--- config.mk ---
export PLATFORM = sky130hd
export DESIGN_NAME = cfgfwd_chain
export DESIGN_NICKNAME = d
export VERILOG_FILES = /design/src/rtl/cfgfwd_pkg.sv /design/src/rtl/cfgfwd_ctrl.sv /design/src/rtl/cfgfwd_dpath.sv /design/src/rtl/cfgfwd_chain.sv
export SDC_FILE = /design/constraint.sdc
export NUM_CORES = 1
export LEC_CHECK = 0
export BUFFER_PORTS_ARGS = -buffer_cell sky130_fd_sc_hd__buf_2
export CAP_MARGIN = 25
export CORE_MARGIN = 1.5
export CORE_UTILIZATION = 35
export CTS_CLUSTER_SIZE = 12
export DETAILED_ROUTE_END_ITERATION = 7
export HOLD_SLACK_MARGIN = 0.12
export PLACE_DENSITY = 0.57
export SLEW_MARGIN = 25
export SYNTH_ARGS = -nofsm -noshare
export SYNTH_HDL_FRONTEND = slang
export SYNTH_SLANG_ARGS = --single-unit
--- constraint.sdc ---
create_clock -name cclk -period 2 [get_ports cclk]
set_input_delay 0.1 -clock cclk [delete_from_list [all_inputs] [get_ports cclk]]
set_output_delay 0.1 -clock cclk [all_outputs]
set_load 0.01 [all_outputs]
--- src/rtl/cfgfwd_pkg.sv ---
package cfgfwd_pkg;

  // Strobes from the control side, qualified for the bit sampled this edge.
  typedef struct packed {
    logic accept;   // this rising edge takes a bit
    logic forward;  // the bit sampled now belongs downstream
    logic done;     // local count is complete once this edge is taken
  } ctlStrobe_t;

  // One slot of the retiming pipeline.
  typedef struct packed {
    logic data;
    logic forward;
    logic done;
  } pipeSlot_t;

endpackage

--- src/rtl/cfgfwd_ctrl.sv ---
module cfgfwd_ctrl
  import cfgfwd_pkg::*;
#(
  parameter int LOCAL_BITS = 16,
  localparam int CW = $clog2(LOCAL_BITS + 1)
) (
  input  logic       cclk,
  input  logic       rstN,
  input  logic       expressMode,
  input  logic       serialEn,
  output logic [CW-1:0] bitCount,
  output ctlStrobe_t strobe
);

  localparam logic [CW-1:0] FULL   = CW'(LOCAL_BITS);
  localparam logic [CW-1:0] LAST   = CW'(LOCAL_BITS - 1);

  logic [CW-1:0] countQ;
  logic          isFull;
  logic          takeBit;

  assign isFull  = (countQ == FULL);
  assign takeBit = expressMode ? serialEn : 1'b1;

  always_comb begin
    strobe.accept  = takeBit;
    strobe.forward = isFull;
    strobe.done    = isFull || (takeBit && (countQ == LAST));
  end

  always_ff @(posedge cclk or negedge rstN) begin
    if (!rstN) begin
      countQ <= '0;
    end else if (takeBit && !isFull) begin
      countQ <= countQ + 1'b1;
    end
  end

  assign bitCount = countQ;

endmodule

--- src/rtl/cfgfwd_dpath.sv ---
module cfgfwd_dpath
  import cfgfwd_pkg::*;
#(
  parameter int RISE_STAGES = 2
) (
  input  logic       cclk,
  input  logic       rstN,
  input  logic       expressMode,
  input  logic       din,
  input  ctlStrobe_t strobe,
  output logic       dout
);

  pipeSlot_t stageQ [RISE_STAGES];
  pipeSlot_t fallQ;
  pipeSlot_t entry;

  always_comb begin
    entry.data    = din;
    entry.forward = strobe.forward;
    entry.done    = strobe.done;
  end

  // Rising-edge stages: one whole period of delay per stage after the sample.
  for (genvar s = 0; s < RISE_STAGES; s++) begin : g_rise
    always_ff @(posedge cclk or negedge rstN) begin
      if (!rstN) begin
        stageQ[s] <= '0;
      end else if (s == 0) begin
        stageQ[s] <= entry;
      end else begin
        stageQ[s] <= stageQ[(s == 0) ? 0 : s - 1];
      end
    end
  end

  // Falling-edge output register adds the final half period.
  always_ff @(negedge cclk or negedge rstN) begin
    if (!rstN) begin
      fallQ <= '0;
    end else begin
      fallQ <= stageQ[RISE_STAGES-1];
    end
  end

  always_comb begin
    if (expressMode) begin
      dout = fallQ.done;
    end else begin
      dout = fallQ.forward ? fallQ.data : 1'b1;
    end
  end

endmodule

--- src/rtl/cfgfwd_chain.sv ---
module cfgfwd_chain
  import cfgfwd_pkg::*;
#(
  parameter int LOCAL_BITS = 16
) (
  input  logic cclk,
  input  logic rstN,
  input  logic expressMode,
  input  logic serialEn,
  input  logic din,
  output logic dout
);

  localparam int CW = $clog2(LOCAL_BITS + 1);

  logic [CW-1:0] bitCount;
  ctlStrobe_t    strobe;

  cfgfwd_ctrl #(.LOCAL_BITS(LOCAL_BITS)) uCtrl (
    .cclk        (cclk),
    .rstN        (rstN),
    .expressMode (expressMode),
    .serialEn    (serialEn),
    .bitCount    (bitCount),
    .strobe      (strobe)
  );

  // Two rising stages plus the falling register give the 1.5 period delay.
  cfgfwd_dpath #(.RISE_STAGES(2)) uDpath (
    .cclk        (cclk),
    .rstN        (rstN),
    .expressMode (expressMode),
    .din         (din),
    .strobe      (strobe),
    .dout        (dout)
  );

endmodule

==> out/results.ini <==
[outcome]
status=complete, but fails checks
violations=setup timing

[power_and_ir_drop]
leakagePower_nw=0.329
p_per_area_nw_per_um2=1340
p_total_mw=0.849
peakVddDrop_v=0.000702

[worst_setup_path]
cp_max_fo=1
start_kind=flop
reg2reg_setup_slack_ps=460
cp.arrival_ps=1980
crit_type=reg2out
r2r-start=uDpath.stageQ[2]
worst_setup_path_end_kind=output pin
critPathRequiredTime_ps=1900
reg2regPathDepth=0
r2r-end=uDpath.fallQ[2]

[clocking]
root_buffer=clkbuf_4
cts_tree=yes
cts_sinks=14
ctsResizeCount=0
clockBufferDepth=2
cts_max_level=1
clk_pin_slew_worst_paths_ps=80
insertion_delay_ps=280
postCtsSetupBuffers=0
numCtsBuffers=3

[synth]
yosysTopAreaCell=dfrtp_1
synth_area_leaders=dfrtp_1, dfrtn_1, ha_1
ys_warn_count=0
synth_nets=45
ys_seq_elements=14
synthArstFlopShare_pct=100
synth_area_sq_um=533
synth_edf_count=0
ys_seq_area_share_pct=65.7
avgSynthCellArea_sq_um=14.4
synth.top_cell.area_share_pct=51.6
synth_flop_cell=dfrtp_1
synth_cell_types=17
synth_cells=37

[detailed_routing]
ant_nets=0
wirelength_um=889
wire_per_inst_um=14.1
dr.pass1.iters=2
drt_iter0_markers=8
drc_errors=0
num_vias=304
via_per_inst=4.83

[finish]
num_antenna_cells=0
final_cells=63
drive_gt1_share_pct=31.3
nets=57
final_cell_mix=dfrtp_1, buf_2
final_common_cell=dfrtp_1
syn_to_final_growth_pct=18.8

[floorplan]
rows=13
die_h_um=42.0
die_area_sq_um=1770
core_sq_um=1370
ios=6
initial_core_util_pct=39.0
die_x_um=42.0

[placement]
place_inst=57
dpl.hpwl_um=644
gp_congestion=0.702
port_buffers=5
place_ws_ps=203

[timing]
maxSlewViolCount=0
setup_viol=1
hold_viol=0
tightest_slew_ps=316
rsz0062_at_grt=true
whs_ps=235
fin_skew_ps=8.03
max-slew-margin-rel_pct=79.0
finalWorstSetupSlack_ps=-77.3

[global_route]
grt.total_usage_pct=12.6
grt_pass1_wl_mm=1.53
grt_pass1_vias=336
grt_max_degree=15
grt_overflow=0
antenna_found_initial=0

[min_path]
min_path_type=in2async

[flow_run]
drv_cap=0

[worst max-delay path, stage by stage (launching register included)]
cell     delay [ps]
dfrtn_1         400
nor2_1           40
a21oi_1         110
buf_2           140
[area by class of cell]
class / count / area, sq um
Timing Repair Buffer: 7 / 45.0
Fill cell: 135 / 733
Tap cell: 15 / 18.8
Clock buffer: 4 / 36.3
Multi-Input combinational cell: 20 / 171
Inverter: 3 / 11.3
Sequential cell: 14 / 350
[through the flow]
step	TNS [ps]	area [sq um]	util, %
2_1_floorplan	0	533	-
4_1_cts	-95.0	633	46.3
5_1_grt	-164	633	46.3
3_5_place_dp	0	577	42.2
3_3_place_gp	0	577	42.2
6_report	-77.3	633	46.3
[cells in the mapped netlist (2+ instances only)]
master / n
dfrtp_1: 11
dfrtn_1: 3
ha_1: 3
inv_1: 3
nor2_1: 3
a21oi_1: 2
xnor2_1: 2
[power breakdown]
group	leakage (nW)	switching [mW]	internal, mW
Combinational	0.134	0.0938	0.127
Clock	0.0210	0.0874	0.111
Sequential	0.174	0.0589	0.371
[logic make-up after synthesis]
logic type	share of synthesized area (%)
flops	65.7
fa+ha+maj	7.04
buf+inv	2.11
xor+xnor	3.29
compound gates	3.52
mux	4.93
simple gates	13.4
[flip-flops by register name (all words and copies together) (netlist names)]
signal and cells:
uCtrl.bitCount 5, uDpath.fallQ 3, uDpath.stageQ 6
[worst max-delay path by stage]
stage / start / to / cells past startpoint
CTS: uDpath.fallQ[2] / dout / 3
finish: uDpath.fallQ[2] / dout / 3
global placement: uDpath.fallQ[2] / dout / 3
floorplan: uDpath.fallQ[2] / dout / 2
global route: uDpath.fallQ[2] / dout / 3
detailed placement: uDpath.fallQ[2] / dout / 3
[per-layer routing]
layer / vias to the layer above / track usage [%] / routed length [um] / part of all wire, %
met5: - / 0 / 0 / 0
met4: 0 / 1.88 / 0 / 0
met3: 0 / 7.76 / 55 / 6.2
met2: 10 / 21.9 / 453 / 51
met1: 153 / 13.4 / 380 / 43
li1: 141 / - / - / -
[what timing repair did]
item,in CTS,in global routing
endpoints found under the hold margin,12,0
pin swaps,1,0
setup endpoints to repair,1,1
hold buffers,2,0
Note: power is estimated with default switching activity, not from simulation.
